## src/rtl/pwm_dr_pkg.sv

```systemverilog
// Package: shared mode encoding for the dual-resolution PWM generator.
// Assumes: the encoding is visible at the top-level mode port.
package pwm_dr_pkg;

    typedef enum logic [1:0] {
        MODE_UNKNOWN = 2'd0,
        MODE_SLOW    = 2'd1,
        MODE_FAST    = 2'd2
    } pwm_mode_e;

endpackage

```

## src/rtl/pwm_dr_sp_latch.sv

```systemverilog
// Module: setpoint capture register.
// Holds the last accepted setpoint and a pending flag. A fault on a write
// clears both. The pending flag stays set until the top applies the value.
// Assumes: apply_i is never asserted while a fault write is being taken.
module pwm_dr_sp_latch #(
    parameter int SP_W = 16
) (
    input  logic            clk,
    input  logic            rst_n,
    input  logic            wr_i,
    input  logic [SP_W-1:0] sp_i,
    input  logic            fault_i,
    input  logic            apply_i,
    output logic [SP_W-1:0] sp_o,
    output logic            pend_o
);

    logic [SP_W-1:0] sp_q;
    logic            pend_q;

    // Capture writes, clear on a fault write, drop the pending flag once applied.
    always_ff @(posedge clk) begin
        if (!rst_n) begin
            sp_q   <= '0;
            pend_q <= 1'b0;
        end else if (wr_i && fault_i) begin
            sp_q   <= '0;
            pend_q <= 1'b0;
        end else if (wr_i) begin
            sp_q   <= sp_i;
            pend_q <= 1'b1;
        end else if (apply_i) begin
            pend_q <= 1'b0;
        end
    end

    assign sp_o   = sp_q;
    assign pend_o = pend_q;

    // a clean write is visible whole on the next cycle
    assert_readback_R2: assert property (@(posedge clk) disable iff (!rst_n)
        (wr_i && !fault_i) |=> (sp_o == $past(sp_i)));

endmodule

```

## src/rtl/pwm_dr_mode_sel.sv

```systemverilog
// Module: mode choice with hysteresis and compare-value computation.
// Purely combinational. From a setpoint and the current mode it gives
// the next mode, the limited fast duty and the calibrated slow high time.
// Assumes: HYST <= THRES and CAL_DIV >= 1 (0 is treated as 1).
module pwm_dr_mode_sel
    import pwm_dr_pkg::*;
#(
    parameter int              SP_W      = 16,
    parameter int              DUTY_W    = 8,
    parameter int              HI_W      = 16,
    parameter int              LIMIT_PCT = 100,
    parameter int              CAL_MUL   = 1,
    parameter int              CAL_DIV   = 1,
    parameter logic [SP_W-1:0] THRES     = 16'h09FF,
    parameter logic [SP_W-1:0] HYST      = 16'h0200
) (
    input  logic [SP_W-1:0]   sp_i,
    input  pwm_mode_e         cur_mode_i,
    output pwm_mode_e         next_mode_o,
    output logic [DUTY_W-1:0] duty_o,
    output logic [HI_W-1:0]   hi_o
);

    localparam int P1_W     = SP_W + DUTY_W;
    localparam int P2_W     = SP_W + 16;
    localparam int DUTY_MAX = (1 << DUTY_W) - 1;
    localparam int POSLIM   = (DUTY_MAX * LIMIT_PCT) / 100;
    localparam int SP_MAX   = (1 << SP_W) - 1;
    localparam int MUL_EFF  = (CAL_MUL > 65535) ? 65535 : CAL_MUL;
    localparam int DIV_RAW  = (CAL_DIV > 65535) ? 65535 : CAL_DIV;
    localparam int DIV_EFF  = (DIV_RAW < 1) ? 1 : DIV_RAW;
    localparam int HI_MAX   = (1 << HI_W) - 1;
    localparam int HI_LIM   = (HI_MAX < 65535) ? HI_MAX : 65535;

    localparam logic [SP_W-1:0] UP_EDGE = THRES + HYST;
    localparam logic [SP_W-1:0] LO_EDGE = THRES - HYST;

    logic [P1_W-1:0] duty_prod;
    logic [P1_W-1:0] duty_quot;
    logic [P2_W-1:0] hi_prod;
    logic [P2_W-1:0] hi_quot;

    // Pick the mode: above the band or zero goes fast, below it or from unknown goes slow.
    always_comb begin
        if ((sp_i > UP_EDGE) || (sp_i == '0)) begin
            next_mode_o = MODE_FAST;
        end else if ((sp_i <= LO_EDGE) || (cur_mode_i == MODE_UNKNOWN)) begin
            next_mode_o = MODE_SLOW;
        end else begin
            next_mode_o = cur_mode_i;
        end
    end

    // Scale the setpoint into the limited fast duty range.
    always_comb begin
        duty_prod = {{DUTY_W{1'b0}}, sp_i} * P1_W'(POSLIM);
        duty_quot = duty_prod / P1_W'(SP_MAX);
        duty_o    = (duty_quot > P1_W'(POSLIM)) ? DUTY_W'(POSLIM)
                                                : duty_quot[DUTY_W-1:0];
    end

    // Apply calibration to the setpoint and clamp to 16 bits and the slow period.
    always_comb begin
        hi_prod = {16'd0, sp_i} * P2_W'(MUL_EFF);
        hi_quot = hi_prod / P2_W'(DIV_EFF);
        hi_o    = (hi_quot > P2_W'(HI_LIM)) ? HI_W'(HI_LIM)
                                            : hi_quot[HI_W-1:0];
    end

endmodule

```

## src/rtl/pwm_dr_timer.sv

```systemverilog
// Module: shared period counter and output comparator.
// Fast mode wraps the low FAST_W bits every 2^FAST_W cycles. Slow mode wraps
// the full CNT_W bits. On a mode change the counter restarts from 0 when
// INVERT is set, and from all ones of the new width otherwise.
// Assumes: CNT_W > FAST_W. The compare and high-time inputs change only at a wrap.
module pwm_dr_timer #(
    parameter int   FAST_W = 8,
    parameter int   CNT_W  = 16,
    parameter logic INVERT = 1'b0
) (
    input  logic              clk,
    input  logic              rst_n,
    input  logic              run_i,
    input  logic              fast_i,
    input  logic              restart_i,
    input  logic              restart_fast_i,
    input  logic [FAST_W-1:0] cmp_i,
    input  logic [CNT_W-1:0]  hi_i,
    input  logic              zero_i,
    output logic              wrap_o,
    output logic              pin_o
);

    localparam logic [CNT_W-1:0] ONES_SLOW = '1;
    localparam logic [CNT_W-1:0] ONES_FAST = CNT_W'((1 << FAST_W) - 1);
    localparam logic             IDLE_LVL  = INVERT;

    logic [CNT_W-1:0] cnt_q;
    logic             pin_q;
    logic             act_fast;
    logic             act_slow;
    logic             pin_d;

    // Flag the last cycle of the running period.
    always_comb begin
        if (!run_i) begin
            wrap_o = 1'b0;
        end else if (fast_i) begin
            wrap_o = (cnt_q[FAST_W-1:0] == '1);
        end else begin
            wrap_o = (cnt_q == ONES_SLOW);
        end
    end

    // Advance, wrap, hold at zero when stopped, or reload on a mode change.
    always_ff @(posedge clk) begin
        if (!rst_n) begin
            cnt_q <= '0;
        end else if (restart_i) begin
            if (INVERT) begin
                cnt_q <= '0;
            end else begin
                cnt_q <= restart_fast_i ? ONES_FAST : ONES_SLOW;
            end
        end else if (!run_i || wrap_o) begin
            cnt_q <= '0;
        end else begin
            cnt_q <= cnt_q + 1'b1;
        end
    end

    // Compare the counter against the stored values to get the active level.
    always_comb begin
        act_fast = INVERT ? (cnt_q[FAST_W-1:0] < cmp_i)
                          : (cnt_q[FAST_W-1:0] > cmp_i);
        act_slow = (cnt_q < hi_i);
        if (!run_i) begin
            pin_d = IDLE_LVL;
        end else if (fast_i) begin
            pin_d = zero_i ? IDLE_LVL : (act_fast ^ INVERT);
        end else begin
            pin_d = act_slow ^ INVERT;
        end
    end

    // Register the pin so it changes cleanly.
    always_ff @(posedge clk) begin
        if (!rst_n) begin
            pin_q <= IDLE_LVL;
        end else begin
            pin_q <= pin_d;
        end
    end

    assign pin_o = pin_q;

    // a stopped counter leaves the pin idle on the next cycle
    assert_idle_when_stopped_R10: assert property (@(posedge clk) disable iff (!rst_n)
        !run_i |=> (pin_o == IDLE_LVL));

    // the fast period uses only the low FAST_W bits
    assert_fast_width_R6: assert property (@(posedge clk) disable iff (!rst_n)
        (run_i && fast_i) |-> ((cnt_q >> FAST_W) == '0));

endmodule

```

## src/rtl/pwm_dualres.sv

```systemverilog
// Module: top of the dual-resolution PWM generator.
// Ties the setpoint latch, mode selector and timer together. A pending
// setpoint is applied at the end of the running period, or on the next
// cycle while no mode is active. A fault write stops the block immediately.
// Assumes: fault_i matters only in cycles where sp_wr_i is high.
module pwm_dualres
    import pwm_dr_pkg::*;
#(
    parameter int              SP_W      = 16,
    parameter int              FAST_W    = 8,
    parameter int              PRE_W     = 8,
    parameter int              LIMIT_PCT = 100,
    parameter logic            INVERT    = 1'b0,
    parameter int              CAL_MUL   = 1,
    parameter int              CAL_DIV   = 1,
    parameter logic [SP_W-1:0] THRES     = 16'h09FF,
    parameter logic [SP_W-1:0] HYST      = 16'h0200
) (
    input  logic            clk,
    input  logic            rst_n,
    input  logic            sp_wr_i,
    input  logic [SP_W-1:0] sp_i,
    input  logic            fault_i,
    output logic [SP_W-1:0] sp_rd_o,
    output logic [1:0]      mode_o,
    output logic            pwm_o
);

    localparam int CNT_W = PRE_W + FAST_W;
    localparam logic [SP_W-1:0] BAND_HI = THRES + HYST;
    localparam logic [SP_W-1:0] BAND_LO = THRES - HYST;

    pwm_mode_e         mode_q;
    pwm_mode_e         mode_nx;
    logic [SP_W-1:0]   acc_sp;
    logic              pend;
    logic              fault_hit;
    logic              apply;
    logic              restart;
    logic              wrap;
    logic [FAST_W-1:0] duty_c;
    logic [CNT_W-1:0]  hi_c;
    logic [FAST_W-1:0] cmp_q;
    logic [CNT_W-1:0]  hi_q;
    logic              zero_q;

    assign fault_hit = sp_wr_i && fault_i;
    assign apply     = pend && !fault_hit && ((mode_q == MODE_UNKNOWN) || wrap);
    assign restart   = apply && (mode_nx != mode_q);

    pwm_dr_sp_latch #(
        .SP_W (SP_W)
    ) u_latch (
        .clk     (clk),
        .rst_n   (rst_n),
        .wr_i    (sp_wr_i),
        .sp_i    (sp_i),
        .fault_i (fault_i),
        .apply_i (apply),
        .sp_o    (acc_sp),
        .pend_o  (pend)
    );

    pwm_dr_mode_sel #(
        .SP_W      (SP_W),
        .DUTY_W    (FAST_W),
        .HI_W      (CNT_W),
        .LIMIT_PCT (LIMIT_PCT),
        .CAL_MUL   (CAL_MUL),
        .CAL_DIV   (CAL_DIV),
        .THRES     (THRES),
        .HYST      (HYST)
    ) u_sel (
        .sp_i        (acc_sp),
        .cur_mode_i  (mode_q),
        .next_mode_o (mode_nx),
        .duty_o      (duty_c),
        .hi_o        (hi_c)
    );

    // Hold mode and compare values; load them on apply, drop them on a fault.
    always_ff @(posedge clk) begin
        if (!rst_n) begin
            mode_q <= MODE_UNKNOWN;
            cmp_q  <= INVERT ? '0 : '1;
            hi_q   <= '0;
            zero_q <= 1'b1;
        end else if (fault_hit) begin
            mode_q <= MODE_UNKNOWN;
            cmp_q  <= INVERT ? '0 : '1;
            hi_q   <= '0;
            zero_q <= 1'b1;
        end else if (apply) begin
            mode_q <= mode_nx;
            cmp_q  <= INVERT ? duty_c : ~duty_c;
            hi_q   <= hi_c;
            zero_q <= (duty_c == '0);
        end
    end

    pwm_dr_timer #(
        .FAST_W (FAST_W),
        .CNT_W  (CNT_W),
        .INVERT (INVERT)
    ) u_timer (
        .clk            (clk),
        .rst_n          (rst_n),
        .run_i          (mode_q != MODE_UNKNOWN),
        .fast_i         (mode_q == MODE_FAST),
        .restart_i      (restart),
        .restart_fast_i (mode_nx == MODE_FAST),
        .cmp_i          (cmp_q),
        .hi_i           (hi_q),
        .zero_i         (zero_q),
        .wrap_o         (wrap),
        .pin_o          (pwm_o)
    );

    assign sp_rd_o = acc_sp;
    assign mode_o  = mode_q;

    // the mode register never holds the unused code
    assert_mode_legal_R3: assert property (@(posedge clk) disable iff (!rst_n)
        mode_o != 2'd3);

    // a fault write clears the readback and the mode
    assert_fault_clear_R10: assert property (@(posedge clk) disable iff (!rst_n)
        fault_hit |=> ((sp_rd_o == '0) && (mode_o == 2'd0)));

    // a band setpoint applied with a known mode keeps that mode
    assert_band_hold_R5: assert property (@(posedge clk) disable iff (!rst_n)
        (apply && (mode_q != MODE_UNKNOWN) && (acc_sp > BAND_LO) && (acc_sp <= BAND_HI))
        |=> (mode_o == $past(mode_o)));

    // compare values change only at a period end, from unknown, or on a fault
    assert_apply_boundary_R9: assert property (@(posedge clk) disable iff (!rst_n)
        (!wrap && (mode_q != MODE_UNKNOWN) && !fault_hit)
        |=> ($stable(cmp_q) && $stable(hi_q)));

endmodule

```

## config.mk

```make
export PLATFORM = sky130hd
export DESIGN_NAME = pwm_dualres
export DESIGN_NICKNAME = d
export VERILOG_FILES = /design/src/rtl/pwm_dr_pkg.sv /design/src/rtl/pwm_dr_sp_latch.sv /design/src/rtl/pwm_dr_mode_sel.sv /design/src/rtl/pwm_dr_timer.sv /design/src/rtl/pwm_dualres.sv
export SDC_FILE = /design/constraint.sdc
export NUM_CORES = 1
export LEC_CHECK = 0
export BUFFER_PORTS_ARGS = -buffer_cell sky130_fd_sc_hd__buf_2
export CORE_AREA = 2 2 151 153
export DETAILED_ROUTE_END_ITERATION = 8
export DIE_AREA = 0 0 153 155
export PLACE_DENSITY = 0.68
export SLEW_MARGIN = 25
export SYNTH_ARGS = -nofsm -noshare
export SYNTH_HDL_FRONTEND = slang
export SYNTH_SLANG_ARGS = --single-unit
```

## constraint.sdc

```tcl
create_clock -name clk -period 11 [get_ports clk]
set_clock_uncertainty 0.2 [all_clocks]
set_input_delay 1.1 -clock clk [delete_from_list [all_inputs] [get_ports clk]]
set_output_delay 1.1 -clock clk [all_outputs]
set_load 0.05 [all_outputs]
```

==> results.md, run 1 <==
- Number of cell rows: 55
- Setup tns final: -1.102 ns
- Clock root cell: clkbuf_16
- Most common library cell in the layout ignoring fill and taps: buf_4
- Initial DRC count: 896
- GRT Overall Usage: 30.08%
- Measured slew at the worst slew-check pin: 0.7920 ns
- Synth warn: 0
- Static Leakage: 7.187 nW
- Outcome: finished with violations
- Max_cap viols: 0
- Hold Path Origin: cmp_q[5]
- DRC violations left: 0
- Clock buffer depth: 2
- Layout Nets: 1992
- Clock buffer count from CTS: 9
- Global-route wire length before repair: 59700 um
- Slew Limit Fails: 0
- I/O pins: 39
- # setup viols final: 2
- Port bufs: 38
- Post-DP HPWL: 28400 um
- Die area: 23720 um2
- Pre-Repair DR Iteration Count: 6
- Mapped Cells: 1372
- Fin crit share: 105.4%
- Initial antenna violation count: 0
- Met3 Use GR: 3.705%
- RSZ-0062 raised after global routing: true
- Die height: 155 um
- Worst Setup SP: u_latch.sp_o[2]
- Routed vias: 12480
- Commonest cells after routing, fill and taps aside: 432 x buf_4, 142 x inv_1, 100 x nand2_1, 90 x nor2_1, 75 x ha_1
- Minimum clock period: 11.59 ns
- Die Width: 153 um
- Vias in the first global route: 12400
- CTS tree: built
- Clock Latency Late Sink: 0.33 ns
- Crit path buf inv count: 8
- Critical path class: reg2reg
- Total power: 4.718 mW
- Crit path DAT: 11.61 ns
- Initial Utilization: 49.00%
- Primary FF master, synth: dfxtp_1
- Largest net degree at the start of global routing: 37
- Avg Cell Area, Syn: 7.939 um2
- Max incr delay on CP: 0.61 ns
- Worst R2R Start: u_latch.sp_o[2]
- Crit. End Element: flop
- Async SR Flop Fraction: 0%
- Slowest-stage cell, CP: fa_2
- Area grow syn2layout: 46.54%
- Startpoint types: flop
- Grt ovf: 0
- Clock transition at the registers of the reported paths: 0.06 ns
- Met1 usage: 38.33%
- Hold Slack: 0.2829 ns
- Core Util, Final: 71.80%
- Max-slew headroom: 47.07%
- Number of synthesized flops with an enable pin: 0
- H-tree levels: 3
- Final ANT Viol Nets: 0
- Yosys reg bits: 61
- Fraction of layout cells with a size suffix above 1: 41.22%
- CTS Hold Bufs: 0
- CORE AREA: 22230 um2
- Peak supply drop: 0.1696 mV
- Clk sinks: 61
- Crit-path max FO: 8
- Sequential-to-total area share from yosys stat: 11.21%
- GR peak layer: met2
- Failing checks: setup timing
- Final worst slack: -0.5921 ns
- WP data required: 11.02 ns
- Final Hold Viols: 0
- Pwr dens: 295.6 nW/um2
- Worst hold-check path type: reg2reg
- Fmax: 0.08627 GHz
- Final weighted congestion of routability-driven global placement: 1.009
- Syn Nets: 1547
- Vias per inst: 5.925
- DR WL/cell: 17.96 um
- Routed WL: 37830 um
- GR Util met2: 52.77%
- Ant diodes: 0
- Netlist cell types: 114
- Delay-heaviest family, CP: simple AND/OR/NAND/NOR gates
- Post-synthesis cell area: 10890 um2
[report_power, final]
group / internal [mW] / total [mW] / switching (mW)
combinational: 2.00 / 4.21 / 2.20
sequential: 0.232 / 0.243 / 0.0117
clock: 0.165 / 0.267 / 0.102
total: 2.40 / 4.72 / 2.32
[cell families after synthesis]
group                    after synthesis  share of synthesized area, %
AND/OR/NAND/NOR                      482                         24.63
buffers and inverters                208                         7.766
adder cells (fa/ha/maj)              155                         22.63
multiplexers                          35                         3.377
flip-flops                            61                         11.21
AO/OA/AOI/OAI                        377                         25.77
XOR/XNOR                              54                         4.618
[registers in the layout, indices dropped and copies added, names as in the netlist]
name and cells:
u_latch.pend_o 1, zero_q 1, cmp_q 8, u_latch.sp_o 16, mode_o 2, u_timer.pin_o 1
u_timer.cnt_q 16, hi_q 16
[metrics by stage]
step | setup slack, ns | instance area (um2) | std cells
2_1_floorplan | -0.3263 | 11130 | 1372
3_5_place_dp | -0.5620 | 14210 | 2017
4_1_cts | -0.1744 | 15120 | 2069
5_1_grt | -0.9050 | 15960 | 2107
6_report | -0.5921 | 15960 | 2107
3_3_place_gp | -0.4160 | 14210 | 2017
[final timing paths]
path / cells after the start / endpoint / slack, ns
hold / removal: 1 / cmp_q[5] / 0.28
setup reg to reg: 47 / zero_q / -0.59
hold reg to reg: 1 / cmp_q[5] / 0.28
setup / recovery: 47 / zero_q / -0.59
[Yosys cell counts, drive strengths merged (7+ instances only)]
library cell  instances  area share [%]
nand4                26             1.6
and4                 11            0.91
or2                  17             1.0
a21o                 17             1.2
nand2               112             3.9
a21oi                74             3.6
and3                 24             1.4
or4                  11            0.83
o2111ai               7            0.62
o21a                 30             2.1
o31a                  7            0.56
or3                  18             1.1
buf                  25             1.5
o211ai               19             1.4
o21bai                7            0.52
a31oi                18             1.1
nor2b                13            0.75
o31ai                12            0.95
mux2i                27             2.5
nor4                 13             1.3
nor2                 96             3.4
inv                 158             5.4
clkbuf               25            0.86
a2111oi               7            0.91
xnor2                40             3.4
ha                   85             9.8
a41oi                 8            0.64
mux2                  8            0.86
fa                   70              13
nand4b                7            0.76
nand3                50             2.3
nor3                 36             1.9
a221oi               17             1.4
and2                 22             1.3
o21ai                70             3.4
dfxtp                61              11
a211oi               16             1.3
nand2b               13            0.91
xor2                 14             1.2
[area by class of cell]
type,instances,area [um2]
Timing Repair Buffer,484,3617
Tap cell,285,356.6
Sequential cell,61,1271
Multi-Input combinational cell,1103,9839
Clock buffer,12,257.7
Clock inverter,4,21.27
Fill cell,1595,6267
Inverter,158,596.8
[layer usage]
layer,routed length [um],vias to the layer above
li1,-,5858
met5,0,-
met2,18630,518
met1,15750,5993
met4,1274,0
met3,2184,114
[repair_timing]
item / CTS / global route
resized for setup: 83 / 114
endpoints found under the setup margin: 2 / 3
pin swaps: 48 / 102
setup buffers: 36 / 39
Note: power is estimated with default switching activity, not from simulation.
==> inputs of run 2 (changes only) <==
- ABC_AREA: default -> 1
- CORE_AREA: 2 2 151 153 -> 2 2 154 156
- DIE_AREA: 0 0 153 155 -> 0 0 156 158
- PLACE_DENSITY: 0.68 -> 0.66
- SKIP_LAST_GASP: default -> 1
- clock period: 11 -> 12.96 ns (I/O delays scaled with it)
==> run 2 against run 1 <==
Net effect:
- total power shrank 48%
- via count decreased by 7.7%
- the flow now finishes without violations
- non-clock buffer count is 440 lower
- combinational power down 53%
- routed wire length down 22%
- global-route usage is 5.6 points lower
- register-to-register slack better by 1.8 ns
- sequential cell count unchanged
- largest power group unchanged
- clock power is 3% lower
- count of clock-buffer cells in the layout fell by 3
- synthesized cell count grew 37%
- critical path depth grew 24
- critical path type unchanged
==> results.md, run 2 <==
- Minimum clock period: 11.71 ns (was 11.59 ns)
- Post-synthesis cell area: 11380 um2 (was 10890 um2)
- Clk sinks: 61 (unchanged)
- Core Util, Final: 53.00% (was 71.80%)
- Startpoint types: flop (unchanged)
- WP data required: 13.03 ns (was 11.02 ns)
- Vias per inst: 5.239 (was 5.925)
- Async SR Flop Fraction: 0% (unchanged)
- Post-synth top area share: 19.02% (was 12.87%)
- Crit path buf inv count: 9 (was 8)
- Static Leakage: 6.406 nW (was 7.187 nW)
- Final Hold Viols: 0 (unchanged)
- CTS tree: built (unchanged)
- Syn Nets: 2054 (was 1547)
- DR WL/cell: 13.48 um (was 17.96 um)
- Post-synth top cells: 577 x nand2_1, 312 x inv_1, 173 x nor2_1 (was 158 x inv_1, 112 x nand2_1, 95 x nor2_1)
- Hold Slack: 0.2594 ns (was 0.2829 ns)
- Crit-path max FO: 21 (was 8)
- Number of synthesized flops with an enable pin: 0 (unchanged)
- Layout Nets: 2080 (was 1992)
- Delay-heaviest family, CP: simple AND/OR/NAND/NOR gates (unchanged)
- Initial DRC count: 798 (was 896)
- I/O pins: 39 (unchanged)
- GRT Overall Usage: 24.46% (was 30.08%)
- Synth area leader: nand2_1 (was fa_1)
- Total power: 2.457 mW (was 4.718 mW)
- Clock transition at the registers of the reported paths: 0.05 ns (was 0.06 ns)
- Fraction of layout cells with a size suffix above 1: 11.36% (was 41.22%)
- Area grow syn2layout: 7.308% (was 46.54%)
- Max incr delay on CP: 0.57 ns (was 0.61 ns)
- Routed WL: 29670 um (was 37830 um)
- Critical path class: reg2reg (unchanged)
- Synth warn: 0 (unchanged)
- Mapped Cells: 1879 (was 1372)
- Crit. End Element: flop (unchanged)
- Outcome: finished, final reports clean (was finished with violations)
- Sequential-to-total area share from yosys stat: 10.73% (was 11.21%)
- Clock buffer count from CTS: 9 (unchanged)
- H-tree levels: 3 (unchanged)
- Avg Cell Area, Syn: 6.059 um2 (was 7.939 um2)
- Most used cell, CP: nand2_1
- Ant diodes: 0 (unchanged)
- Initial Utilization: 49.39% (was 49.00%)
- Pre-Repair DR Iteration Count: 7 (was 6)
- Die area: 24650 um2 (was 23720 um2)
- Routed vias: 11530 (was 12480)
- Fin crit share: 90.35% (was 105.4%)
- Fmax: 0.08540 GHz (was 0.08627 GHz)
- Reg2Reg Setup Slack: 1.25 ns (was -0.59 ns)
- Slew Limit Fails: 0 (unchanged)
- Netlist cell types: 55 (was 114)
- Commonest cells after routing, fill and taps aside: 576 x nand2_1, 311 x inv_1, 168 x nor2_1, 165 x nand3_1, 91 x a21oi_1 (was 432 x buf_4, 142 x inv_1, 100 x nand2_1, 90 x nor2_1, 75 x ha_1)
- Measured slew at the worst slew-check pin: 1.016 ns (was 0.7920 ns)
- Grt ovf: 0 (unchanged)
- Primary FF master, synth: dfxtp_1 (unchanged)
- Clock root cell: clkbuf_16 (unchanged)
- WP depth: 71 (was 47)
- Max_cap viols: 0 (unchanged)
- CTS Hold Bufs: 0 (unchanged)
- Min-Delay Path Depth: 2 (was 1)
- Crit path DAT: 11.78 ns (was 11.61 ns)
- Initial antenna violation count: 0 (unchanged)
- Port bufs: 38 (unchanged)
- # setup viols final: 0 (was 2)
- Number of cell rows: 56 (was 55)
- R2R depth: 71 (was 47)
- Most frequent cell after synthesis: nand2_1 (was inv_1)
- Worst slack, placed: 0.4852 ns (was -0.5620 ns)
- Final ANT Viol Nets: 0 (unchanged)
- FILL cells: 2419 (was 1595)
- Clock buffer depth: 2 (unchanged)
- Slowest-stage cell, CP: fa_1 (was fa_2)
- Final worst slack: 1.250 ns (was -0.5921 ns)
- Final weighted congestion of routability-driven global placement: 0.9439 (was 1.009)
- Global-route wire length before repair: 49990 um (was 59700 um)
- Max-slew headroom: 32.22% (was 47.07%)
- CORE AREA: 23050 um2 (was 22230 um2)
- Largest net degree at the start of global routing: 34 (was 37)
- Die height: 158 um (was 155 um)
- Worst hold-check path type: reg2reg (unchanged)
- Synth top area cells: nand2_1 19%, fa_1 12%, dfxtp_1 11%, inv_1 10%, ha_1 9.3% (was fa_1 13%, dfxtp_1 11%, ha_1 9.8%, inv_1 5.4%, nand2_1 3.9%)
- DRC violations left: 0 (unchanged)
- Peak supply drop: 0.1207 mV (was 0.1696 mV)
- Die Width: 156 um (was 153 um)
- Pwr dens: 201.1 nW/um2 (was 295.6 nW/um2)
- Most common library cell in the layout ignoring fill and taps: nand2_1 (was buf_4)
- Vias in the first global route: 10650 (was 12400)
- Clock Latency Late Sink: 0.33 ns (about the same)
- Post-DP HPWL: 24550 um (was 28400 um)
- Yosys reg bits: 61 (unchanged)
run 2: cell count changes in the layout (fill, tap and decap cells not counted), sizes merged, moves of 24 or more:
cell and delta:
nor2 +112, xnor2 -37, nand2 +507, buf -440
inv +183, nand3 +138, o21a -30, mux2i -27
and3 -24
run 2: worst register-to-register path, delay by kind of cell (launching register included):
kind	cells	cell delay, ns
buffers and inverters	9	0.71
adders and majority gates	6	2.67
xor gates and xnor gates	1	0.27
and+or+nand+nor	54	7.29
AOI/OAI and AO/OA	1	0.10
DFF	1	0.41
run 2: cell families (layout without fill, tap and decap cells):
kind of cell	after synthesis	after routing	synth area share, %
AO/OA/AOI/OAI	180	180	8.858
flip-flops	61	61	10.73
XOR/XNOR	17	17	1.473
buffers and inverters	374	404	13.21
adder cells (fa/ha/maj)	155	155	21.65
AND/OR/NAND/NOR	1092	1093	44.08
run 2: per-stage QoR:
step / instance area, um2 / TNS [ns] / cells
2_1_floorplan: 11380 / 0 / 1879
5_1_grt: 12220 / -0.01128 / 2200
4_1_cts: 12080 / 0 / 2197
3_5_place_dp: 11760 / 0 / 2181
6_report: 12220 / 0 / 2200
3_3_place_gp: 11760 / 0 / 2181
run 2: repair_timing:
item / 4_1_cts / 5_1_grt
endpoints found under the setup margin: 0 / 3
setup buffers: 0 / 2
resized for setup: 0 / 29
run 2: metal layers:
| metal | up-vias | routed length (um) | track usage (%) |
|---|---|---|---|
| li1 | 5947 | - | - |
| met1 | 5301 | 14190 | 33.32 |
| met2 | 251 | 13970 | 42.41 |
| met3 | 27 | 1198 | 3.203 |
| met4 | 0 | 308 | 3.451 |
| met5 | - | 0 | 0 |
run 2: final cells by class:
type,instances,area [um2],area share (%)
well taps,290,362.8,2.970
inverters,344,1294,10.59
clock buffers,9,225.2,1.844
multi-input cells,1445,8767,71.76
clock inverters,7,98.84,0.8091
flip-flops and latches,61,1234,10.10
repair buffers,44,235.2,1.925
run 2: report_power, final:
part | internal (mW) | switching (mW) | total, mW | leakage, nW
clock | 0.169 | 0.0897 | 0.259 | 0.156
sequential | 0.197 | 0.0116 | 0.209 | 0.502
combinational | 0.609 | 1.38 | 1.99 | 5.75
run 2: worst paths after layout:
path	start	to
max	u_latch.sp_o[4]	zero_q
min	hi_q[14]	hi_q[14]
max reg2reg	u_latch.sp_o[4]	zero_q
min reg2reg	hi_q[14]	hi_q[14]
